## src/rtl/dma2d_pkg.sv

```systemverilog
package dma2d_pkg;
  typedef enum logic {ST_IDLE, ST_RUN} gen_state_e;
endpackage

```

## src/rtl/dma2d_burst_calc.sv

```systemverilog
module dma2d_burst_calc #(
  parameter int RB_W       = 23,
  parameter int BEAT_BYTES = 8,
  parameter int MAX_BEATS  = 16,
  parameter int PAGE_BYTES = 4096,
  localparam int SH        = $clog2(BEAT_BYTES),
  localparam int PG_W      = $clog2(PAGE_BYTES),
  localparam int BC_W      = $clog2(MAX_BEATS) + 1
) (
  input  logic [PG_W-1:0] page_off_i,
  input  logic [RB_W-1:0] rem_i,
  output logic [BC_W-1:0] beats_o,
  output logic            row_end_o
);
  logic [31:0] page_beats, cap;

  // smallest of burst cap, beats to page edge, beats left in row
  always_comb begin
    page_beats = (32'(PAGE_BYTES) - 32'(page_off_i)) >> SH;
    cap        = 32'(MAX_BEATS);
    if (page_beats < cap) cap = page_beats;
    if (32'(rem_i) < cap) cap = 32'(rem_i);
    beats_o    = BC_W'(cap);
    row_end_o  = (32'(rem_i) == cap);
  end
endmodule

```

## src/rtl/dma2d_row_ctr.sv

```systemverilog
module dma2d_row_ctr #(
  parameter int ADDR_W = 32,
  parameter int LEN_W  = 24
) (
  input  logic              clk_i,
  input  logic              rst_ni,
  input  logic              load_i,
  input  logic [ADDR_W-1:0] base_i,
  input  logic [LEN_W-1:0]  ylen_i,
  input  logic [LEN_W-1:0]  stride_i,
  input  logic              step_i,
  input  logic              rewind_i,
  output logic [ADDR_W-1:0] base_o,
  output logic [ADDR_W-1:0] next_start_o,
  output logic              last_row_o
);
  logic [ADDR_W-1:0] base_q, start_q;
  logic [LEN_W-1:0]  stride_q, ylen_q, left_q;

  always_ff @(posedge clk_i or negedge rst_ni) begin
    if (!rst_ni) begin
      base_q   <= '0;
      start_q  <= '0;
      stride_q <= '0;
      ylen_q   <= '0;
      left_q   <= '0;
    end else if (load_i) begin
      base_q   <= base_i;
      start_q  <= base_i;
      stride_q <= stride_i;
      ylen_q   <= ylen_i;
      left_q   <= ylen_i;
    end else if (rewind_i) begin
      start_q  <= base_q;
      left_q   <= ylen_q;
    end else if (step_i) begin
      start_q  <= next_start_o;
      left_q   <= left_q - 1'b1;
    end
  end

  assign base_o       = base_q;
  assign next_start_o = start_q + ADDR_W'(stride_q);
  assign last_row_o   = (left_q == '0);
endmodule

```

## src/rtl/dma2d_addr_gen.sv

```systemverilog
module dma2d_addr_gen
  import dma2d_pkg::*;
#(
  parameter int ADDR_W     = 32,
  parameter int LEN_W      = 24,
  parameter int BEAT_BYTES = 8,
  parameter int MAX_BEATS  = 16,
  parameter int PAGE_BYTES = 4096,
  parameter int ID_W       = 5,
  localparam int SH        = $clog2(BEAT_BYTES),
  localparam int PG_W      = $clog2(PAGE_BYTES),
  localparam int BLEN_W    = $clog2(MAX_BEATS),
  localparam int BC_W      = BLEN_W + 1,
  localparam int RB_W      = LEN_W - SH + 1
) (
  input  logic              clk_i,
  input  logic              rst_ni,
  input  logic              enable_i,
  input  logic              req_valid_i,
  output logic              req_ready_o,
  input  logic [ADDR_W-1:0] req_addr_i,
  input  logic [LEN_W-1:0]  req_xlen_i,
  input  logic [LEN_W-1:0]  req_ylen_i,
  input  logic [LEN_W-1:0]  req_stride_i,
  input  logic              req_cyclic_i,
  input  logic [ID_W-1:0]   req_id_i,
  output logic              burst_valid_o,
  input  logic              burst_ready_i,
  output logic [ADDR_W-1:0] burst_addr_o,
  output logic [BLEN_W-1:0] burst_len_o,
  output logic [ADDR_W-1:0] cur_addr_o,
  output logic              done_o,
  output logic [ID_W-1:0]   done_id_o
);
  gen_state_e        state_q;
  logic [ADDR_W-1:0] cur_q;
  logic [RB_W-1:0]   rem_q, row_beats_q, row_beats_in;
  logic              cyc_q, done_q;
  logic [ID_W-1:0]   id_q, done_id_q;

  logic              accept, hs, row_end, last_row, pass_end, step, rewind;
  logic [BC_W-1:0]   beats;
  logic [ADDR_W-1:0] base_addr, next_start;

  assign req_ready_o   = enable_i && (state_q == ST_IDLE);
  assign accept        = req_valid_i && req_ready_o;
  assign burst_valid_o = (state_q == ST_RUN);
  assign hs            = burst_valid_o && burst_ready_i;
  assign pass_end      = hs && row_end && last_row;
  assign step          = hs && row_end && !last_row;
  assign rewind        = pass_end && cyc_q && enable_i;
  assign row_beats_in  = RB_W'(({1'b0, req_xlen_i} + (LEN_W+1)'(1)) >> SH);

  dma2d_burst_calc #(
    .RB_W(RB_W), .BEAT_BYTES(BEAT_BYTES), .MAX_BEATS(MAX_BEATS), .PAGE_BYTES(PAGE_BYTES)
  ) i_burst_calc (
    .page_off_i (cur_q[PG_W-1:0]),
    .rem_i      (rem_q),
    .beats_o    (beats),
    .row_end_o  (row_end)
  );

  dma2d_row_ctr #(.ADDR_W(ADDR_W), .LEN_W(LEN_W)) i_row_ctr (
    .clk_i        (clk_i),
    .rst_ni       (rst_ni),
    .load_i       (accept),
    .base_i       (req_addr_i),
    .ylen_i       (req_ylen_i),
    .stride_i     (req_stride_i),
    .step_i       (step),
    .rewind_i     (rewind),
    .base_o       (base_addr),
    .next_start_o (next_start),
    .last_row_o   (last_row)
  );

  always_ff @(posedge clk_i or negedge rst_ni) begin
    if (!rst_ni) begin
      state_q     <= ST_IDLE;
      cur_q       <= '0;
      rem_q       <= '0;
      row_beats_q <= '0;
      cyc_q       <= 1'b0;
      id_q        <= '0;
    end else if (accept) begin
      state_q     <= ST_RUN;
      cur_q       <= req_addr_i;
      rem_q       <= row_beats_in;
      row_beats_q <= row_beats_in;
      cyc_q       <= req_cyclic_i;
      id_q        <= req_id_i;
    end else if (hs) begin
      if (!row_end) begin
        cur_q <= cur_q + (ADDR_W'(beats) << SH);
        rem_q <= rem_q - RB_W'(beats);
      end else if (!last_row) begin
        cur_q <= next_start;
        rem_q <= row_beats_q;
      end else if (cyc_q) begin
        cur_q <= base_addr;
        rem_q <= row_beats_q;
      end else begin
        state_q <= ST_IDLE;
      end
      // disable takes effect once the presented burst is taken
      if (!enable_i) state_q <= ST_IDLE;
    end
  end

  always_ff @(posedge clk_i or negedge rst_ni) begin
    if (!rst_ni) begin
      done_q    <= 1'b0;
      done_id_q <= '0;
    end else begin
      done_q    <= pass_end;
      done_id_q <= id_q;
    end
  end

  assign burst_addr_o = cur_q;
  assign burst_len_o  = BLEN_W'(beats - 1'b1);
  assign cur_addr_o   = cur_q;
  assign done_o       = done_q;
  assign done_id_o    = done_id_q;
endmodule

```

## config.mk

```make
export PLATFORM = sky130hd
export DESIGN_NAME = dma2d_addr_gen
export DESIGN_NICKNAME = d
export VERILOG_FILES = /design/src/rtl/dma2d_pkg.sv /design/src/rtl/dma2d_burst_calc.sv /design/src/rtl/dma2d_row_ctr.sv /design/src/rtl/dma2d_addr_gen.sv
export SDC_FILE = /design/constraint.sdc
export NUM_CORES = 1
export LEC_CHECK = 0
export BUFFER_PORTS_ARGS = -buffer_cell sky130_fd_sc_hd__buf_2
export CAP_MARGIN = 5
export CORE_ASPECT_RATIO = 0.5
export CORE_MARGIN = 4
export CORE_UTILIZATION = 45
export CTS_BUF_LIST = sky130_fd_sc_hd__clkbuf_16
export DETAILED_ROUTE_END_ITERATION = 6
export PLACE_DENSITY = 0.67
export REMOVE_ABC_BUFFERS = 1
export SETUP_SLACK_MARGIN = 0.5
export SYNTH_ARGS = -nofsm -noshare
export SYNTH_HDL_FRONTEND = slang
export SYNTH_SLANG_ARGS = --single-unit
```

## constraint.sdc

```tcl
create_clock -name clk_i -period 5.41 [get_ports clk_i]
set_input_delay 0 -clock clk_i [delete_from_list [all_inputs] [get_ports clk_i]]
set_output_delay 0 -clock clk_i [all_outputs]
set_load 0.02 [all_outputs]
```

# ---- Word level (Yosys, flattened, before mapping)
# Index checks and enable logic that the tools add are counted.
# W data, S select, Z words.
dict set report op_classes {
  bitwise_logic 1
  magnitude_cmp 2
  n_reduce_logical 14
  muxes 24
  n_eq_ne 5
  add_sub_neg 7
}
# op n
set op_table {}
lappend op_table {{$mux W32} 8}
lappend op_table {{$mux W22} 5}
lappend op_table {{$mux W24} 3}
lappend op_table {{$mux W29} 2}
lappend op_table {{$add A32 B24 Y32} 1}
lappend op_table {{$add A32 B8 Y32} 1}
lappend op_table {{$lt A22 B32 Y1} 1}
lappend op_table {{$eq A22 B29 Y1} 1}
lappend op_table {{$lt A29 B5 Y1 const B} 1}
lappend op_table {{$add A24 B1 Y25 const B} 1}
lappend op_table {{$logic_not A24 Y1} 1}
lappend op_table {{$sub A24 B1 Y24 const B} 1}
lappend op_table {{$sub A22 B5 Y22} 1}
lappend op_table {{$sub A13 B12 Y14 const A} 1}
lappend op_table {{$logic_and A1 B1 Y1} 8}
lappend op_table {{$mux W1} 6}
lappend op_table {{$ne A3 B1 Y1 const B} 2}
lappend op_table {{$ne A4 B4 Y1 const B} 1}
lappend op_table {{$reduce_and A4 Y1} 1}
lappend op_table {{$sub A4 B1 Y4 const B} 1}
lappend op_table {{$ne A3 B2 Y1 const B} 1}
lappend op_table {{$reduce_bool A3 Y1} 1}
lappend op_table {{$reduce_and A2 Y1} 1}
lappend op_table {{$reduce_bool A2 Y1} 1}
lappend op_table {{other kinds (2)} 2}
dict set report totals {
  wordCells 66
  inputBits 115
  regBits 225
}

# ---- Logic depth before layout (Yosys ltp)
# Gate-level depths: netlist of run 1.
dict set report depth {
  depth_word 12
  ltp_mapped 25
  depth_no_buf 25
}

# ---- Hierarchy
# A second synthesis of run 1 with hierarchy kept.
dict set report hier_totals {
  cells_unflattened 1628
  hier_area_um2 14542.7
}
# mod n_inst area_each_um2 cells_per_inst
set by_module_without_submodules {}
lappend by_module_without_submodules {dma2d_row_ctr 1 7821.3 832}
lappend by_module_without_submodules {dma2d_addr_gen 1 6164.7 726}
lappend by_module_without_submodules {dma2d_burst_calc 1 556.8 70}

# ---- Worst setup path after synthesis of run 1
# Ideal clock, no wire load.
dict set report synth_path {
  path_kind {flip-flop to flip-flop}
  from {register cur_q[8], in the netlist burst_addr_o[8]}
  to {register cur_q[27], in the netlist burst_addr_o[27]}
  synth_period_minus_slack_ns 5.451
  slack_ns -0.041
  setup_time_ns 0.126
  arrival_ns 5.325
  stages_incl_launch_ff 25
  path_cell_list {dfrtp_1 > clkbuf_1 > and4_1 > nand2_1 > nor3_1 > inv_1 > ha_1 > a21o_1 > a211o_1 > o211ai_1 > nand2_1 > mux2_2 > inv_1 > ha_1 > inv_1 > fa_1 > nor2b_1 > o21a_1 > o21ai_0 > a211oi_1 > nand4_1 > xnor2_1 > o21ai_0 > a21oi_1 > a221o_1}
}
dict set report synth_between {
  elab_chain_len 9
  word_cells_on_any_way 12
  classes_between {2 x add/sub; 2 x order compare; 2 x eq/ne; 5 x mux; 1 x reduce/logical}
}
# item line
set synth_lines {}
lappend synth_lines {{start, declared} dma2d_addr_gen.sv:36} ;# logic [ADDR_W-1:0] cur_q;
lappend synth_lines {{start signal, assigned} dma2d_addr_gen.sv:87} ;# cur_q <= req_addr_i;
lappend synth_lines {{start signal, assigned} dma2d_addr_gen.sv:94} ;# cur_q <= cur_q + (ADDR_W'(beats) << SH);
lappend synth_lines {{start signal, assigned} dma2d_addr_gen.sv:97} ;# cur_q <= next_start;
lappend synth_lines {{$sub A13 B12 Y14} dma2d_burst_calc.sv:19} ;# page_beats = (32'(PAGE_BYTES) - 32'(page_off_i)) >> SH;
lappend synth_lines {{$lt A29 B5 Y1} dma2d_burst_calc.sv:21} ;# if (page_beats < cap) cap = page_beats;
lappend synth_lines {{$mux W29} dma2d_burst_calc.sv:21}
lappend synth_lines {{$lt A22 B32 Y1} dma2d_burst_calc.sv:22} ;# if (32'(rem_i) < cap) cap = 32'(rem_i);
lappend synth_lines {{$mux W29} dma2d_burst_calc.sv:22}
lappend synth_lines {{$add A32 B8 Y32 or $eq A22 B29 Y1 (tied branches)} {dma2d_addr_gen.sv:94, dma2d_burst_calc.sv:24}}
lappend synth_lines {{$mux W32} dma2d_addr_gen.sv:93} ;# if (!row_end) begin
lappend synth_lines {{$mux W32} dma2d_addr_gen.sv:92} ;# end else if (hs) begin
lappend synth_lines {{$mux W32} dma2d_addr_gen.sv:85} ;# end else if (accept) begin
# Parallel ways exist; a longest one is shown, timed or not. The select of a mux whose other input is x is not followed.
# A chain may end at the register's enable or synchronous reset.

# ---- Worst setup path after layout of run 1
dict set report layout_path {
  from {register cur_q[1], in the netlist burst_addr_o[1]}
  to {register i_row_ctr.start_q[5]}
}
dict set report layout_between {
  elab_chain_len 12
  word_cells_on_any_way 14
  classes_between {1 x add/sub; 2 x order compare; 1 x eq/ne; 4 x mux; 6 x reduce/logical}
}
# item line
set layout_lines {}
lappend layout_lines {{$sub A13 B12 Y14 (*)} dma2d_burst_calc.sv:19}
lappend layout_lines {{$lt A29 B5 Y1} dma2d_burst_calc.sv:21}
lappend layout_lines {{$mux W29 (*)} dma2d_burst_calc.sv:21}
lappend layout_lines {{$lt A22 B32 Y1} dma2d_burst_calc.sv:22}
lappend layout_lines {{$mux W29 (*)} dma2d_burst_calc.sv:22}
lappend layout_lines {{$eq A22 B29 Y1 (*)} dma2d_burst_calc.sv:24} ;# row_end_o = (32'(rem_i) == cap);
lappend layout_lines {{$logic_and A1 B1 Y1 (*)} {dma2d_addr_gen.sv:49, dma2d_addr_gen.sv:50}}
lappend layout_lines {{$logic_and A1 B1 Y1} dma2d_addr_gen.sv:49} ;# assign pass_end = hs && row_end && last_row;
lappend layout_lines {{$logic_and A1 B1 Y1 (2 in series)} dma2d_addr_gen.sv:51} ;# assign rewind = pass_end && cyc_q && enable_i;
lappend layout_lines {{$mux W32} dma2d_row_ctr.sv:33} ;# end else if (rewind_i) begin
lappend layout_lines {{$mux W32} dma2d_row_ctr.sv:27} ;# end else if (load_i) begin
lappend layout_lines {{end signal, assigned} dma2d_row_ctr.sv:29} ;# start_q <= base_i;
lappend layout_lines {{end signal, assigned} dma2d_row_ctr.sv:34} ;# start_q <= base_q;
lappend layout_lines {{end signal, assigned} dma2d_row_ctr.sv:37} ;# start_q <= next_start_o;
lappend layout_lines {{end, declared} dma2d_row_ctr.sv:17} ;# logic [ADDR_W-1:0] base_q, start_q;
# Mark *: on every way between the ends. The rest lies on a longest branch, timed or not.

==> qor_table.md, run 1 <==
| Result | Value | Unit |
|---|---|---|
| Status | finished, final reports clean | - |
| H-tree depth | 1 | - |
| Floorplan die height | 132 | µm |
| Count of flip-flops with a built-in enable after synthesis | 0 | - |
| Post-synth top area cell | sky130_fd_sc_hd__dfrtp_1 | - |
| CTS root buf | sky130_fd_sc_hd__clkbuf_16 | - |
| RR Startpoint | burst_addr_o[1] | - |
| Filler cell count | 2600 | - |
| Die Span X | 256 | µm |
| Area after detailed placement | 0.0153 | mm² |
| Floorplan die area | 0.0339 | mm² |
| Worst-case clock buffer depth | 3 | - |
| Starting Density | 45.7 | % |
| Length of the first detailed-routing pass in iterations | 5 | - |
| Number of clock sinks seen by CTS | 225 | - |
| Sequential Area | 0.00563 | mm² |
| Area of combinational cells with multiple inputs | 0.00797 | mm² |
| Pin count of the biggest net entering global routing | 140 | - |
| Commonest register cell after synthesis | sky130_fd_sc_hd__dfrtp_1 | - |
| Core ar. | 0.0303 | mm² |
| Reported leakage power | 8.50 | nW |
| DRC | 0 | - |
| Number of warnings issued by yosys | 0 | - |
| Async set-reset flop share out of synthesis | 100 | % |
| Number of endpoints failing setup at the final stage | 0 | - |
| Post-DR vias/cell | 5.72 | - |
| Dominant cell by count in the synthesized netlist | sky130_fd_sc_hd__nand2_1 | - |
| Worst hold slack | 0.0417 | ns |
| Number of global-route vias before repair | 13300 | - |
| Critical Path AT | 5.44 | ns |
| Crit end category | flip-flop | - |
| Antenna violations before repair | 0 | - |
| Number of pins with negative max-slew slack in the final report | 0 | - |
| Peak supply drop | 0.184 | mV |
| Ant diodes | 0 | - |
| Cell types with the largest area share after synthesis | sky130_fd_sc_hd__dfrtp_1 41%, sky130_fd_sc_hd__nand2_1 12%, sky130_fd_sc_hd__a21oi_1 5.2% | - |
| Class of the tightest hold or removal check | in2async | - |
| Proportion of layout cells with a drive suffix above 1 | 19.7 | % |
| Worst Max-Slew Pin Slew | 1.13 | ns |
| Wire length of the first global-routing pass | 71100 | µm |
| Data required time at the worst endpoint | 5.82 | ns |
| Std cell rows | 45 | - |
| Worst R2R End | i_row_ctr.start_q[5] | - |
| Hold Vio Cnt, Final | 0 | - |
| Maximum clock frequency | 199 | MHz |
| Sort of element at the start of the critical path | flip-flop | - |
| Final design instance area without fill | 0.0183 | mm² |
| Sum of overflow across all layers after global routing | 0 | - |
| Crit Path Class | reg2reg | - |
| Number of cell instances on the worst register-to-register path | 23 | - |
| Max transition margin | 24.2 | % |
| Overall routed net length | 46800 | µm |
| Unrepaired setup endpoints after global routing | true | - |
| Vias | 14100 | - |
| Count of max-cap constraint violations | 0 | - |
| Clock buffers created by TritonCTS | 23 | - |
| Most common library cells after synthesis | 429 x sky130_fd_sc_hd__nand2_1, 225 x sky130_fd_sc_hd__dfrtp_1, 143 x sky130_fd_sc_hd__a21oi_1 | - |
| FF+latch count, synth | 225 | - |
| Worst reg2reg setup slack | 0.38 | ns |
| Overall power | 6.60 | mW |
| Placer Congestion | 0.908 | - |
| Routed wire per std cell | 19.0 | µm |
| Total negative slack | 0 | ns |
| Shortest period the worst path allows | 5.03 | ns |
| Gate count of the mapped netlist | 1717 | - |
| Avg Cell Area, Syn | 8.08 | µm² |
| Clock tree from TritonCTS | yes | - |
| Reg clk slew, reported paths | 0.07 | ns |
| PD cells | 361 | mW/mm² |
| Global routing usage summed across all routing layers | 25.4 | % |
| Post-Route Utilization | 60.2 | % |
| Netlist area before placement | 0.0139 | mm² |
| Portion of the clock cycle consumed by the worst path in the final layout | 92.9 | % |
| Layout Area Growth over Synthesis | 31.7 | % |
| Port buffer count | 190 | - |
| Fraction of post-synthesis cell area in the top cell type by area | 40.6 | % |
| Netlist cell types | 73 | - |
| Number of nets at the end of the flow | 2212 | - |
| Number of ports placed on the die boundary | 191 | - |
| Worst-path fanout max | 13 | - |
| Skew final | 0.00979 | ns |
| Clock latency on the worst-skew pair | 0.54 | ns |
| DRT antenna net count | 0 | - |
| Detailed placement HPWL | 29200 | µm |
| Drt first-iter violations | 1306 | - |
| Sequential area share after synthesis | 40.6 | % |
[stage by stage]
| stage | cells | setup WS, ns |
|---|---|---|
| 3_5_place_dp | 2249 | 0.0347 |
| 6_report | 2464 | 0.383 |
| 4_1_cts | 2417 | 0.432 |
| 5_1_grt | 2464 | 0.161 |
| 2_1_floorplan | 1605 | -0.677 |
| 3_3_place_gp | 2249 | 0.189 |
[state kept, by name, indices dropped and copies added (netlist names)]
name / flops
burst_addr_o: 32
i_row_ctr.stride_q: 24
i_row_ctr.ylen_q: 24
i_row_ctr.start_q: 32
done_id_o: 5
done_o: 1
rem_q: 22
i_row_ctr.left_q: 24
row_beats_q: 22
id_q: 5
cyc_q: 1
burst_valid_o: 1
i_row_ctr.base_o: 32
[layout make-up]
cell class,count,area share (%)
multi-input combinational,1350,43.6
sequential,225,30.8
timing repair buffer,414,18.0
clock buffer,23,3.15
tap,399,2.73
clock inverter,19,0.911
inverter,34,0.774
[routing by layer]
| layer | part of all wire [%] | global-route usage [%] |
|---|---|---|
| met1 | 43 | 34.9 |
| met2 | 46 | 42.0 |
| met3 | 7.7 | 4.07 |
| met4 | 3.1 | 6.69 |
| met5 | 0 | 0 |
[worst max-delay path: stages (launching register included)]
cell,delay (ns)
sky130_fd_sc_hd__dfrtp_1,0.41
sky130_fd_sc_hd__nor4_4,0.33
sky130_fd_sc_hd__nand2_2,0.13
sky130_fd_sc_hd__and2_4,0.19
sky130_fd_sc_hd__nor3_4,0.22
sky130_fd_sc_hd__inv_2,0.07
sky130_fd_sc_hd__ha_4,0.22
sky130_fd_sc_hd__a21o_1,0.15
sky130_fd_sc_hd__a211o_1,0.25
sky130_fd_sc_hd__o211ai_1,0.21
sky130_fd_sc_hd__nand2_1,0.13
sky130_fd_sc_hd__buf_4,0.19
sky130_fd_sc_hd__mux2i_2,0.16
sky130_fd_sc_hd__buf_4,0.17
sky130_fd_sc_hd__ha_4,0.28
sky130_fd_sc_hd__nand3_1,0.09
sky130_fd_sc_hd__or3_4,0.50
sky130_fd_sc_hd__inv_8,0.11
sky130_fd_sc_hd__nand4_1,0.24
sky130_fd_sc_hd__and2_4,0.33
sky130_fd_sc_hd__buf_12,0.14
sky130_fd_sc_hd__buf_4,0.18
sky130_fd_sc_hd__nand2_1,0.09
sky130_fd_sc_hd__o211ai_1,0.09
[logic make-up (layout without fill, tap and decap cells)]
| kind of cell | Yosys count | after routing | share of synthesized area, % |
|---|---|---|---|
| AND/OR/NAND/NOR | 758 | 762 | 24.0 |
| multiplexers | 15 | 15 | 1.10 |
| other | 1 | 5 | 0.0270 |
| AO/OA/AOI/OAI | 445 | 445 | 19.9 |
| XOR/XNOR | 74 | 74 | 4.67 |
| adder cells (fa/ha/maj) | 49 | 49 | 4.58 |
| flip-flops | 225 | 225 | 40.6 |
| buffers and inverters | 150 | 490 | 5.09 |
[worst max path at each step]
stage                          startpoint               endpoint  slack (ns)  cells past startpoint
final                     burst_addr_o[1]   i_row_ctr.start_q[5]        0.38                     23
after global routing      burst_addr_o[1]   i_row_ctr.start_q[6]        0.16                     23
after CTS                 burst_addr_o[3]       burst_addr_o[27]        0.43                     25
after detailed placement  burst_addr_o[3]       burst_addr_o[27]        0.03                     25
after global placement    burst_addr_o[3]       burst_addr_o[27]        0.19                     25
after floorplan           burst_addr_o[3]  i_row_ctr.start_q[25]       -0.68                     20
[where the power goes]
| group | switching (mW) | total (mW) | internal, mW |
|---|---|---|---|
| Clock | 0.730 | 1.65 | 0.919 |
| Sequential | 0.421 | 2.50 | 2.08 |
| Combinational | 1.41 | 2.45 | 1.04 |
| Total | 2.57 | 6.60 | 4.03 |
[repair_timing]
item | CTS | global route
resized for setup | 20 | 111
gates cloned | 1 | 11
endpoints found under the setup margin | 103 | 112
hold buffers | 123 | 0
pin swaps | 3 | 42
hold endpoints to repair | 306 | 0
buffers inserted | 2 | 36
[placed cells by master (no fill, tap or decap), types with 41 or more instances in the layout]
cell type and instances:
sky130_fd_sc_hd__buf_2 189, sky130_fd_sc_hd__dfrtp_1 225, sky130_fd_sc_hd__a21oi_1 135, sky130_fd_sc_hd__o211ai_1 52, sky130_fd_sc_hd__nand2_1 423, sky130_fd_sc_hd__buf_4 67
sky130_fd_sc_hd__ha_1 41, sky130_fd_sc_hd__nor2_1 117, sky130_fd_sc_hd__o21ai_0 91, sky130_fd_sc_hd__nand3_1 58, sky130_fd_sc_hd__dlygate4sd3_1 123
No activity file was read; power rests on OpenSTA's default activity.
==> run 2, diff against run 1 <==
--- a/config.mk
+++ b/config.mk
@@ -9,10 +9,9 @@
 export CAP_MARGIN = 5
 export CORE_ASPECT_RATIO = 0.5
 export CORE_MARGIN = 4
-export CORE_UTILIZATION = 45
+export CORE_UTILIZATION = 40
 export CTS_BUF_LIST = sky130_fd_sc_hd__clkbuf_16
 export DETAILED_ROUTE_END_ITERATION = 6
-export PLACE_DENSITY = 0.67
 export REMOVE_ABC_BUFFERS = 1
 export SETUP_SLACK_MARGIN = 0.5
 export SYNTH_ARGS = -nofsm -noshare
==> constraint.sdc (replaced) <==
create_clock -name clk_i -period 5.41 [get_ports clk_i]
set_input_delay 1.082 -clock clk_i [delete_from_list [all_inputs] [get_ports clk_i]]
set_output_delay 1.082 -clock clk_i [all_outputs]
set_load 0.02 [all_outputs]
==> run 2 against run 1 <==
Against the previous run:
- clock skew rose by 0.0010 ns
- largest power group unchanged
- die area rose by 12%
- global-route usage fell by 3.1 points
- worst setup slack improved by 0.17 ns
- routed wire length fell by 5.3%
- highest routed layer unchanged
==> qor_table.md, run 2 (same netlist as run 1, synthesis figures left out) <==
| Result | Value | Unit |
|---|---|---|
| Status | finished, final reports clean | - |
| Sequential Area | 0.00563 | mm² |
| Int Pwr | 4.05 | mW |
| Switching component of the power | 2.50 | mW |
| Logic pwr share | 35.7 | % |
| Hold Vio Cnt, Final | 0 | - |
| Portion of the clock cycle consumed by the worst path in the final layout | 89.7 | % |
| Worst-path fanout max | 4 | - |
| Net switching fraction of the power | 38.2 | % |
| H-tree depth | 1 | - |
| Port buffer count | 190 | - |
| Die Span X | 271 | µm |
| Routed wire per std cell | 18.6 | µm |
| Drt first-iter violations | 1120 | - |
| Max transition margin | 29.7 | % |
| Sort of element at the start of the critical path | flip-flop | - |
| PD cells | 388 | mW/mm² |
| Filler cell count | 3284 | - |
| Worst reg2reg setup slack | 0.55 | ns |
| Overall routed net length | 44400 | µm |
| Crit end category | flip-flop | - |
| Most common library cell in the layout ignoring fill and taps | sky130_fd_sc_hd__nand2_1 | - |
| Number of nets at the end of the flow | 2073 | - |
| Clock power share | 26.2 | % |
| Skew final | 0.0108 | ns |
| Pin count of the biggest net entering global routing | 118 | - |
| Detailed placement HPWL | 30200 | µm |
| Number of cell instances on the worst register-to-register path | 24 | - |
| Starting Density | 41.2 | % |
| Maximum clock frequency | 206 | MHz |
| Clock buffers created by TritonCTS | 23 | - |
| Final WS setup | 0.555 | ns |
| Critical Path AT | 5.27 | ns |
| Floorplan die height | 140 | µm |
| Layout Area Growth over Synthesis | 21.7 | % |
| Reg clk slew, reported paths | 0.06 | ns |
| Area after detailed placement | 0.0153 | mm² |
| Worst Max-Slew Pin Slew | 1.05 | ns |
| Class of the tightest hold or removal check | reg2reg | - |
| Wire length of the first global-routing pass | 68900 | µm |
| Length of the first detailed-routing pass in iterations | 5 | - |
| Number of global-route vias before repair | 12300 | - |
| Floorplan die area | 0.0379 | mm² |
| Total of hold buffers inserted after clock tree synthesis | 0 | - |
| Area of combinational cells with multiple inputs | 0.00797 | mm² |
| Global routing usage summed across all routing layers | 22.2 | % |
| Antenna violations before repair | 0 | - |
| Sequential power share | 38.1 | % |
| Hold Crit Depth | 0 | - |
| Number of pins with negative max-slew slack in the final report | 0 | - |
| Proportion of layout cells with a drive suffix above 1 | 20.1 | % |
| Worst slack, placed | 0.205 | ns |
| Worst Hold Path EP | done_id_o[1] | - |
| Clock latency on the worst-skew pair | 0.53 | ns |
| Std cell rows | 47 | - |
| Launch point of the worst hold path | id_q[1] | - |
| Core ar. | 0.0336 | mm² |
| Number of ports placed on the die boundary | 191 | - |
| DRT antenna net count | 0 | - |
| Worst-case clock buffer depth | 3 | - |
| Final design instance area without fill | 0.0169 | mm² |
| Peak supply drop | 0.152 | mV |
| Ant diodes | 0 | - |
| Crit Path Class | reg2reg | - |
| CTS root buf | sky130_fd_sc_hd__clkbuf_16 | - |
| Post-DR vias/cell | 5.51 | - |
| Commonest non-fill, non-tap cells in the layout | 423 x sky130_fd_sc_hd__nand2_1, 225 x sky130_fd_sc_hd__dfrtp_1, 187 x sky130_fd_sc_hd__buf_2 | - |
| Clock tree from TritonCTS | yes | - |
| Data required time at the worst endpoint | 5.82 | ns |
| Count of max-cap constraint violations | 0 | - |
| Reported leakage power | 7.80 | nW |
| Shortest period the worst path allows | 4.86 | ns |
| Placer Congestion | 0.917 | - |
| Number of endpoints failing setup at the final stage | 0 | - |
| Sum of overflow across all layers after global routing | 0 | - |
| RR Startpoint | burst_addr_o[3] | - |
| Worst R2R End | burst_addr_o[27] | - |
| DRC | 0 | - |
| Unrepaired setup endpoints after global routing | true | - |
| Number of clock sinks seen by CTS | 225 | - |
| Vias | 13200 | - |
run 2: worst max-delay path by stage:
stage,start,endpoint,slack [ns],cells after the start
2_1_floorplan,burst_addr_o[3],i_row_ctr.start_q[25],-0.68,20
3_3_place_gp,burst_addr_o[3],burst_addr_o[27],0.23,25
3_5_place_dp,burst_addr_o[3],burst_addr_o[19],0.20,23
4_1_cts,burst_addr_o[1],burst_len_o[2],0.47,16
5_1_grt,burst_addr_o[3],rem_q[20],0.34,23
6_report,burst_addr_o[3],burst_addr_o[27],0.55,24
run 2: routing by layer:
| layer | up-vias | wire, µm | track usage (%) |
|---|---|---|---|
| met5 | - | 0 | 0 |
| met1 | 6315 | 20300 | 32.3 |
| met4 | 0 | 938 | 5.00 |
| li1 | 6388 | - | - |
| met3 | 64 | 2730 | 3.08 |
| met2 | 384 | 20400 | 35.6 |
run 2: power by group through the flow:
stage                     Combinational [mW]  Sequential, mW  Clock [mW]
after detailed placement                2.19            2.50           0
final                                   2.34            2.49        1.72
after floorplan                         1.34            2.59           0
after global placement                  2.17            2.50           0
after global routing                    2.61            2.56        1.81
after CTS                               2.23            2.48        1.74
run 2: through the flow:
step | setup TNS, ns | cells | util [%] | hold slack [ns] | power, mW
after floorplan | -37.60 | 1605 | - | 0.354 | 3.93
after global placement | 0 | 2309 | 45.5 | 0.357 | 4.67
after detailed placement | 0 | 2309 | 45.5 | 0.360 | 4.69
after CTS | 0 | 2353 | 48.4 | 0.374 | 6.45
after global routing | 0 | 2387 | 50.2 | 0.384 | 6.98
final | 0 | 2387 | 50.2 | 0.374 | 6.55
run 2: cell type report:
class                      count  share of cell area (%)
sequential                   225                    33.4
inverter                      34                   0.801
clock buffer                  23                    3.41
tap                          465                    3.45
multi-input combinational   1348                    47.2
timing repair buffer         277                    10.6
clock inverter                15                    1.16
run 2: timing repair:
item | 4_1_cts | 5_1_grt
gates cloned | 0 | 3
endpoints found under the setup margin | 103 | 115
setup buffers | 6 | 31
pin swaps | 8 | 32
gates resized for setup | 36 | 69
hold endpoints to repair | 0 | 0
run 2: critical path, stage by stage, from the launching register on:
cell and delay, ns:
sky130_fd_sc_hd__dfrtp_1 0.40, sky130_fd_sc_hd__nor4_4 0.33, sky130_fd_sc_hd__nand2_2 0.14, sky130_fd_sc_hd__o311ai_1 0.32, sky130_fd_sc_hd__inv_1 0.14, sky130_fd_sc_hd__ha_1 0.20
sky130_fd_sc_hd__a21oi_1 0.13, sky130_fd_sc_hd__o21ai_0 0.10, sky130_fd_sc_hd__a211oi_2 0.30, sky130_fd_sc_hd__nand2_1 0.16, sky130_fd_sc_hd__mux2_4 0.36, sky130_fd_sc_hd__inv_4 0.07
sky130_fd_sc_hd__ha_4 0.14, sky130_fd_sc_hd__inv_2 0.04, sky130_fd_sc_hd__fa_2 0.36, sky130_fd_sc_hd__nor2b_1 0.12, sky130_fd_sc_hd__o21a_1 0.22, sky130_fd_sc_hd__o21ai_4 0.10
sky130_fd_sc_hd__a211oi_2 0.23, sky130_fd_sc_hd__buf_4 0.17, sky130_fd_sc_hd__nand4_1 0.11, sky130_fd_sc_hd__xnor2_1 0.15, sky130_fd_sc_hd__o21ai_1 0.11, sky130_fd_sc_hd__a21oi_1 0.05
sky130_fd_sc_hd__a221o_1 0.26
